File: config.mk
export PLATFORM = sky130hd
export DESIGN_NAME = gpio_line_bank
export DESIGN_NICKNAME = d
export VERILOG_FILES = /design/src/rtl/glb_pkg.sv /design/src/rtl/glb_in_sync.sv /design/src/rtl/glb_addr_decode.sv /design/src/rtl/glb_line_cell.sv /design/src/rtl/glb_read_port.sv /design/src/rtl/gpio_line_bank.sv
export SDC_FILE = /design/constraint.sdc
export NUM_CORES = 2
export LEC_CHECK = 0
export BUFFER_PORTS_ARGS = -buffer_cell sky130_fd_sc_hd__buf_2
export CAP_MARGIN = 20
export CORE_UTILIZATION = 55
export DETAILED_ROUTE_END_ITERATION = 6
export HOLD_SLACK_MARGIN = 0.12
export PLACE_DENSITY = 0.72
export SYNTH_ARGS = -nofsm -noshare
export SYNTH_HDL_FRONTEND = slang
export SYNTH_HIERARCHICAL = 1
export SYNTH_SLANG_ARGS = --single-unit
File: constraint.sdc
create_clock -name clk -period 1.75 [get_ports clk]
set_input_delay 0.0875 -clock clk [delete_from_list [all_inputs] [get_ports clk]]
set_output_delay 0.0875 -clock clk [all_outputs]
set_load 0.005 [all_outputs]
File: src/rtl/glb_pkg.sv
package glb_pkg;

   localparam int unsigned WORD_W    = 64;
   localparam int unsigned FN_W      = 10;

   localparam int unsigned OFS_RX    = 'h000;
   localparam int unsigned OFS_SET   = 'h008;
   localparam int unsigned OFS_CLR   = 'h010;
   localparam int unsigned OFS_CONST = 'h090;
   localparam int unsigned OFS_CFG   = 'h400;
   localparam int unsigned CFG_STRIDE = 8;

   localparam int unsigned BIT_OE    = 0;
   localparam int unsigned BIT_INV   = 1;
   localparam int unsigned BIT_OD    = 12;
   localparam int unsigned BIT_FN_LO = 16;

   typedef struct packed {
      logic [FN_W-1:0] fn;
      logic            od;
      logic            inv;
      logic            oe;
   } line_cfg_t;

   typedef enum logic [2:0] {
      RK_NONE  = 3'd0,
      RK_RX    = 3'd1,
      RK_SET   = 3'd2,
      RK_CLR   = 3'd3,
      RK_CONST = 3'd4,
      RK_CFG   = 3'd5
   } reg_kind_t;

   function automatic line_cfg_t cfg_from_word(input logic [WORD_W-1:0] w);
      line_cfg_t c;
      c.oe  = w[BIT_OE];
      c.inv = w[BIT_INV];
      c.od  = w[BIT_OD];
      c.fn  = w[BIT_FN_LO +: FN_W];
      return c;
   endfunction

   function automatic logic [WORD_W-1:0] cfg_to_word(input line_cfg_t c);
      logic [WORD_W-1:0] w;
      w = '0;
      w[BIT_OE]             = c.oe;
      w[BIT_INV]            = c.inv;
      w[BIT_OD]             = c.od;
      w[BIT_FN_LO +: FN_W]  = c.fn;
      return w;
   endfunction

endpackage

File: src/rtl/glb_in_sync.sv
module glb_in_sync #(
   parameter int unsigned WIDTH = 8
) (
   input  logic             clk,
   input  logic             rst_n,
   input  logic [WIDTH-1:0] d,
   output logic [WIDTH-1:0] q
);

   logic [WIDTH-1:0] meta_q;
   logic [WIDTH-1:0] sync_q;

   always_ff @(posedge clk or negedge rst_n) begin
      if (!rst_n) begin
         meta_q <= '0;
         sync_q <= '0;
      end else begin
         meta_q <= d;
         sync_q <= meta_q;
      end
   end

   assign q = sync_q;

   // warm-up counter so the two-cycle history never reaches into reset
   logic [1:0] warm_q;
   always_ff @(posedge clk or negedge rst_n) begin
      if (!rst_n)             warm_q <= '0;
      else if (warm_q != 2'd3) warm_q <= warm_q + 2'd1;
   end

   a_r9_two_stage: assert property (@(posedge clk) disable iff (!rst_n)
      (warm_q >= 2'd2) |-> (q == $past(d, 2)));

endmodule

File: src/rtl/glb_addr_decode.sv
module glb_addr_decode
   import glb_pkg::*;
#(
   parameter int unsigned ADDR_W    = 16,
   parameter int unsigned NUM_LINES = 64,
   parameter int unsigned IDX_W     = 6
) (
   input  logic [ADDR_W-1:0] addr,
   output reg_kind_t         kind,
   output logic [IDX_W-1:0]  cfg_idx
);

   localparam logic [ADDR_W-1:0] A_RX    = ADDR_W'(OFS_RX);
   localparam logic [ADDR_W-1:0] A_SET   = ADDR_W'(OFS_SET);
   localparam logic [ADDR_W-1:0] A_CLR   = ADDR_W'(OFS_CLR);
   localparam logic [ADDR_W-1:0] A_CONST = ADDR_W'(OFS_CONST);
   localparam logic [ADDR_W-1:0] A_CFG   = ADDR_W'(OFS_CFG);
   localparam logic [ADDR_W-1:0] A_CFG_END = ADDR_W'(OFS_CFG + CFG_STRIDE * NUM_LINES);

   logic [ADDR_W-1:0] cfg_off;
   assign cfg_off = addr - A_CFG;

   always_comb begin
      kind    = RK_NONE;
      cfg_idx = '0;
      if (addr[2:0] == 3'b000) begin
         if      (addr == A_RX)    kind = RK_RX;
         else if (addr == A_SET)   kind = RK_SET;
         else if (addr == A_CLR)   kind = RK_CLR;
         else if (addr == A_CONST) kind = RK_CONST;
         else if (addr >= A_CFG && addr < A_CFG_END) begin
            kind    = RK_CFG;
            cfg_idx = cfg_off[3 +: IDX_W];
         end
      end
   end

endmodule

File: src/rtl/glb_line_cell.sv
module glb_line_cell
   import glb_pkg::*;
#(
   parameter bit HAS_OPEN_DRAIN = 1'b1,
   parameter bit HAS_FUNC_SEL   = 1'b1
) (
   input  logic      clk,
   input  logic      rst_n,
   input  logic      set_stb,
   input  logic      clr_stb,
   input  logic      cfg_we,
   input  line_cfg_t cfg_in,
   input  logic      pin_sync,
   output logic      latch_q,
   output line_cfg_t cfg_q,
   output logic      rx_bit,
   output logic      pad_out,
   output logic      pad_oe
);

   line_cfg_t cfg_r;
   logic      owned;
   logic      drive;

   always_ff @(posedge clk or negedge rst_n) begin
      if (!rst_n)      cfg_r <= '0;
      else if (cfg_we) cfg_r <= cfg_in;
   end

   // Variant selection: unsupported fields are tied off and read as 0
   always_comb begin
      cfg_q     = cfg_r;
      cfg_q.od  = HAS_OPEN_DRAIN ? cfg_r.od : 1'b0;
      cfg_q.fn  = HAS_FUNC_SEL   ? cfg_r.fn : '0;
   end

   assign owned = |cfg_q.fn;

   always_ff @(posedge clk or negedge rst_n) begin
      if (!rst_n)                latch_q <= 1'b0;
      else if (!owned && set_stb) latch_q <= 1'b1;
      else if (!owned && clr_stb) latch_q <= 1'b0;
   end

   assign drive  = latch_q ^ cfg_q.inv;
   assign rx_bit = pin_sync ^ cfg_q.inv;

   generate
      if (HAS_OPEN_DRAIN) begin : g_od
         always_comb begin
            if (owned) begin
               pad_out = 1'b0;
               pad_oe  = 1'b0;
            end else if (cfg_q.od) begin
               pad_out = 1'b0;
               pad_oe  = cfg_q.oe & drive;
            end else begin
               pad_out = drive;
               pad_oe  = cfg_q.oe;
            end
         end
      end else begin : g_pp
         always_comb begin
            pad_out = owned ? 1'b0 : drive;
            pad_oe  = owned ? 1'b0 : cfg_q.oe;
         end
      end
   endgenerate

   a_r8_owned_pad_idle: assert property (@(posedge clk) disable iff (!rst_n)
      owned |-> (!pad_out && !pad_oe));
   a_r8_owned_latch_frozen: assert property (@(posedge clk) disable iff (!rst_n)
      owned |=> (latch_q == $past(latch_q)));
   a_r7_od_never_high: assert property (@(posedge clk) disable iff (!rst_n)
      cfg_q.od |-> !pad_out);
   a_r2_set_lands: assert property (@(posedge clk) disable iff (!rst_n)
      (set_stb && !owned) |=> latch_q);
   a_r3_clr_lands: assert property (@(posedge clk) disable iff (!rst_n)
      (clr_stb && !set_stb && !owned) |=> !latch_q);

endmodule

File: src/rtl/glb_read_port.sv
module glb_read_port
   import glb_pkg::*;
#(
   parameter int unsigned NUM_LINES = 64,
   parameter int unsigned IDX_W     = 6
) (
   input  logic                                clk,
   input  logic                                rst_n,
   input  logic                                bus_sel,
   input  logic                                bus_we,
   input  reg_kind_t                           kind,
   input  logic [IDX_W-1:0]                    cfg_idx,
   input  logic [NUM_LINES-1:0]                rx_vec,
   input  logic [NUM_LINES-1:0]                latch_vec,
   input  line_cfg_t [NUM_LINES-1:0]           cfg_all,
   input  logic [WORD_W-1:0]                   const_word,
   output logic                                bus_ready,
   output logic [WORD_W-1:0]                   bus_rdata
);

   logic [WORD_W-1:0] rd_val;

   always_comb begin
      unique case (kind)
         RK_RX:          rd_val = WORD_W'(rx_vec);
         RK_SET, RK_CLR: rd_val = WORD_W'(latch_vec);
         RK_CONST:       rd_val = const_word;
         RK_CFG:         rd_val = cfg_to_word(cfg_all[cfg_idx]);
         default:        rd_val = '0;
      endcase
   end

   always_ff @(posedge clk or negedge rst_n) begin
      if (!rst_n) begin
         bus_ready <= 1'b0;
         bus_rdata <= '0;
      end else begin
         bus_ready <= bus_sel;
         bus_rdata <= (bus_sel && !bus_we) ? rd_val : '0;
      end
   end

endmodule

File: src/rtl/gpio_line_bank.sv
module gpio_line_bank
   import glb_pkg::*;
#(
   parameter int unsigned NUM_LINES      = 64,
   parameter int unsigned ADDR_W         = 16,
   parameter logic [7:0]  VEC_BASE       = 8'h30,
   parameter bit          HAS_OPEN_DRAIN = 1'b1,
   parameter bit          HAS_FUNC_SEL   = 1'b1
) (
   input  logic                 clk,
   input  logic                 rst_n,
   input  logic                 bus_sel,
   input  logic                 bus_we,
   input  logic [ADDR_W-1:0]    bus_addr,
   input  logic [63:0]          bus_wdata,
   output logic [63:0]          bus_rdata,
   output logic                 bus_ready,
   input  logic [NUM_LINES-1:0] pad_in,
   output logic [NUM_LINES-1:0] pad_out,
   output logic [NUM_LINES-1:0] pad_oe
);

   localparam int unsigned IDX_W = (NUM_LINES > 1) ? $clog2(NUM_LINES) : 1;

   generate
      if (NUM_LINES < 1 || NUM_LINES > 64) begin : g_bad_lines
         $error("gpio_line_bank: NUM_LINES must lie in 1..64");
      end
      if (ADDR_W < 12 || ADDR_W > 32) begin : g_bad_addr
         $error("gpio_line_bank: ADDR_W must lie in 12..32");
      end
   endgenerate

   reg_kind_t                kind;
   logic [IDX_W-1:0]         cfg_idx;
   logic [NUM_LINES-1:0]     pin_sync;
   logic [NUM_LINES-1:0]     rx_vec;
   logic [NUM_LINES-1:0]     latch_vec;
   line_cfg_t [NUM_LINES-1:0] cfg_all;
   logic                     wr_any;
   line_cfg_t                cfg_wr;
   logic [WORD_W-1:0]        const_word;

   assign wr_any     = bus_sel && bus_we;
   assign cfg_wr     = cfg_from_word(bus_wdata);
   assign const_word = {48'h0, VEC_BASE, 8'(NUM_LINES)};

   glb_addr_decode #(
      .ADDR_W    (ADDR_W),
      .NUM_LINES (NUM_LINES),
      .IDX_W     (IDX_W)
   ) u_decode (
      .addr    (bus_addr),
      .kind    (kind),
      .cfg_idx (cfg_idx)
   );

   glb_in_sync #(.WIDTH(NUM_LINES)) u_sync (
      .clk   (clk),
      .rst_n (rst_n),
      .d     (pad_in),
      .q     (pin_sync)
   );

   generate
      for (genvar i = 0; i < NUM_LINES; i++) begin : g_line
         logic set_i, clr_i, cfg_i;
         assign set_i = wr_any && (kind == RK_SET) && bus_wdata[i];
         assign clr_i = wr_any && (kind == RK_CLR) && bus_wdata[i];
         assign cfg_i = wr_any && (kind == RK_CFG) && (cfg_idx == IDX_W'(i));

         glb_line_cell #(
            .HAS_OPEN_DRAIN (HAS_OPEN_DRAIN),
            .HAS_FUNC_SEL   (HAS_FUNC_SEL)
         ) u_cell (
            .clk      (clk),
            .rst_n    (rst_n),
            .set_stb  (set_i),
            .clr_stb  (clr_i),
            .cfg_we   (cfg_i),
            .cfg_in   (cfg_wr),
            .pin_sync (pin_sync[i]),
            .latch_q  (latch_vec[i]),
            .cfg_q    (cfg_all[i]),
            .rx_bit   (rx_vec[i]),
            .pad_out  (pad_out[i]),
            .pad_oe   (pad_oe[i])
         );
      end
   endgenerate

   glb_read_port #(
      .NUM_LINES (NUM_LINES),
      .IDX_W     (IDX_W)
   ) u_read (
      .clk        (clk),
      .rst_n      (rst_n),
      .bus_sel    (bus_sel),
      .bus_we     (bus_we),
      .kind       (kind),
      .cfg_idx    (cfg_idx),
      .rx_vec     (rx_vec),
      .latch_vec  (latch_vec),
      .cfg_all    (cfg_all),
      .const_word (const_word),
      .bus_ready  (bus_ready),
      .bus_rdata  (bus_rdata)
   );

   a_r10_ready_after_req: assert property (@(posedge clk) disable iff (!rst_n)
      bus_sel |=> bus_ready);
   a_r10_no_spurious_ready: assert property (@(posedge clk) disable iff (!rst_n)
      bus_ready |-> $past(bus_sel));
   a_r10_write_reads_zero: assert property (@(posedge clk) disable iff (!rst_n)
      (bus_sel && bus_we) |=> (bus_rdata == '0));
   a_r11_latch_only_on_strobe: assert property (@(posedge clk) disable iff (!rst_n)
      !(wr_any && (kind == RK_SET || kind == RK_CLR)) |=> $stable(latch_vec));

endmodule

==> run metrics <==
Hold Vio Cnt, Final=0; worst setup margin=-1120 ps; H-tree depth=3; grt ovf=0; dpl cell area=between 60000 and 70000 um^2; WL/cell=a little over 30 um; initial antenna violation count=7; starting density of the core=a little under three fifths; Pwr Density=roughly 700 nW/um^2; fin nets=approximately 5600; Synthesis Warnings=6; Critical Path Source=bus_addr[14]; detailed-route via count=roughly 45000; DR vias/cell=around 6.6; Tmin final=~2900 ps; Syn Std Cell Area=52700 um^2; reg2reg path depth=5; number of cells produced by synthesis=3815; Syn Area/Cell=13.8 um^2; final setup violating endpoints=1088; TritonRoute pass-1 iters=6; Clock transition at path regs=roughly 70 ps; EDFF count, synth=0; worst path required time=around 2400 ps; violated checks=negative setup slack; remaining design rule violation count=0; Post-Route Setup TNS=-812880 ps; largest net degree at the start of global routing=roughly 90; Final Cycle Share=164%; filler instances=roughly 4700; Synth top cells by count=dfrtp_1 (1089), mux2_2 (856), mux4_2 (209); global-route wire length before repair=approximately 280000 um; CTS sink cnt=1089; GRT Util Overall=between 30% and 40%; ranking of synthesized cells by area=dfrtp_1 (52%), mux2_2 (18%), mux4_2 (8.9%); Post-Synth Adder-Cell Area=0%; I/O pin count=about 340; DP Worst Slack=-1760 ps; Iter 0 DRT Violations=5622; number of port buffers=between 300 and 400; largest family of logic cells by synthesized area=multiplexers; Std-Cell Rows=roughly 110; Main synth FF type=dfrtp_1; Worst-Skew Late Latency=740 ps; Inserted Clock Buffers=around 110; FF-to-FF End=u_read/bus_rdata[12]; CP endpoint kind=flop; Synth-to-Final Area Change=44.5%; CP Data Arrival Time=3470 ps; vias in the first global route=between 40000 and 50000; die area=around 97000 um^2; Worst slew margin=between 30% and 40%; core area=around 95000 um^2; Post-DRT Antenna Nets=0; async set-reset flop share out of synthesis=100%; Die X=a little over 300 um; final setup skew=24.9 ps; register area share after synthesis=51.7%; Yosys top cell by area=dfrtp_1; unrepaired setup endpoints after global routing=yes; crit path kind=in2reg; Post-Synth XOR/XNOR Area=2.15%; Clock Tree Buf Depth=3; nature of the critical path startpoint=input pin; cell area after layout=between 70000 and 80000 um^2; Lkg Pwr=36.9 nW; reg2reg setup slack=-460 ps; FMAX=348 MHz; WL final=~210000 um; mux contribution to synthesized area=27.8%; flops & latches, synth=between 1000 and 1500; worst-path maximum fanout=13; CTS root buf=clkbuf_16; Compound-Gate Fraction of Synth Area=about 4%; VDD IR-drop max=just under 0.8 mV; die height=around 310 um; Synth Area in Simple Gates=a little under an eighth; top-area cell type share of the netlist area=51.7%; status=finished with violations; Least-Margin Pin Slew=between 900 and 1000 ps; GP Congestion=between 0.9 and 1; top-count cell post-synth=dfrtp_1; share of cells above drive strength 1=a little under three fifths; Setup crit end=u_read/bus_rdata[12]; worst min-delay path class=in2async; number of max-cap violations=0; Netlist cell types=48; Worst R2R Start=g_line[15].u_cell/cfg_q[2]; HPWL after DPL=126000 um; Slew Limit Fails=0; final core utilization=between 80% and 90%; CTS tree=yes
-- power breakdown --
group          internal, W  switching, W  leakage [nW]
clock network       0.0146        0.0110          1.91
logic             0.000700       0.00136          20.1
registers           0.0253     0.0000735          14.9
-- area by class of cell --
| type | instances | area, um^2 | share of cell area, % |
|---|---|---|---|
| multi-input combinational | 2512 | 27700 | 36.3 |
| sequential | 1089 | 27300 | 35.8 |
| timing repair buffer | 1687 | 15500 | 20.4 |
| clock buffer | 161 | 3300 | 4.34 |
| tap | 1265 | 1580 | 2.08 |
| clock inverter | 52 | 586 | 0.769 |
| inverter | 64 | 240 | 0.316 |
| antenna | 3 | 7.51 | 0.00986 |
-- layout by cell type, fill, tap and decap left out, types with 141 or more instances in the layout --
cell type / instances
buf_2: 334
clkbuf_16: 146
buf_4: 847
nor2_1: 170
dlygate4sd3_1: 196
buf_12: 141
mux2_2: 418
dfrtp_1: 1089
mux4_2: 209
mux2_4: 438
-- flip-flops by register name (all words and copies together), names as in the netlist --
signal / cells
g_line.u_cell/cfg_q: 832
u_sync/meta_q: 64
u_read/bus_ready: 1
g_line.u_cell/latch_q: 64
u_read/bus_rdata: 64
u_sync/q: 64
-- stage by stage --
| step | power [W] | hold WS [ps] | std cells |
|---|---|---|---|
| detailed placement | 0.0274 | 20.1 | 6227 |
| finish | 0.0531 | 151 | 6833 |
| floorplan | 0.0260 | -208 | 3877 |
| global placement | 0.0274 | 23.5 | 6226 |
| CTS | 0.0526 | 116 | 6695 |
| global route | 0.0542 | 147 | 6830 |
-- cell families after synthesis --
logic type | Yosys count
flip-flops | 1089
other | 2
AND/OR/NAND/NOR | 942
multiplexers | 1093
buffers and inverters | 276
XOR/XNOR | 129
AO/OA/AOI/OAI | 284
-- timing repair --
| action | 4_1_cts | 5_1_grt |
|---|---|---|
| setup endpoints to repair | 1088 | 1088 |
| resized for setup | 200 | 635 |
| hold endpoints to repair | 1363 | 0 |
| pin swaps | 20 | 72 |
| hold buffers | 196 | 0 |
| buffers inserted | 48 | 106 |
| gates cloned | 13 | 39 |
-- critical path, cell delays in order --
cell and delay (ps):
buf_6 90, or4_4 540, nor4_4 310, buf_4 210
and3_4 280, buf_12 180, buf_12 120, buf_12 140
mux4_2 340, a22oi_1 410, nand3_1 300, a32oi_1 330
nand2_1 120
-- routing by layer --
metal  wire length, um  global-route usage, %
met4             15000                   16.3
met2             95800                   59.5
met5                69                      0
met1             75700                   50.6
met3             25500                   8.70
-- worst min path at each step --
| stage | start | endpoint | slack, ps | cells after the start |
|---|---|---|---|---|
| 2_1_floorplan | rst_n | g_line[0].u_cell/cfg_q[0] | -210 | 0 |
| 3_3_place_gp | rst_n | g_line[29].u_cell/cfg_q[11] | 20 | 1 |
| 3_5_place_dp | rst_n | g_line[29].u_cell/cfg_q[11] | 20 | 1 |
| 4_1_cts | bus_addr[8] | u_read/bus_rdata[16] | 120 | 6 |
| 5_1_grt | rst_n | g_line[14].u_cell/cfg_q[0] | 150 | 3 |
| 6_report | rst_n | g_line[12].u_cell/cfg_q[0] | 150 | 3 |
No activity file was read; power rests on OpenSTA's default activity.
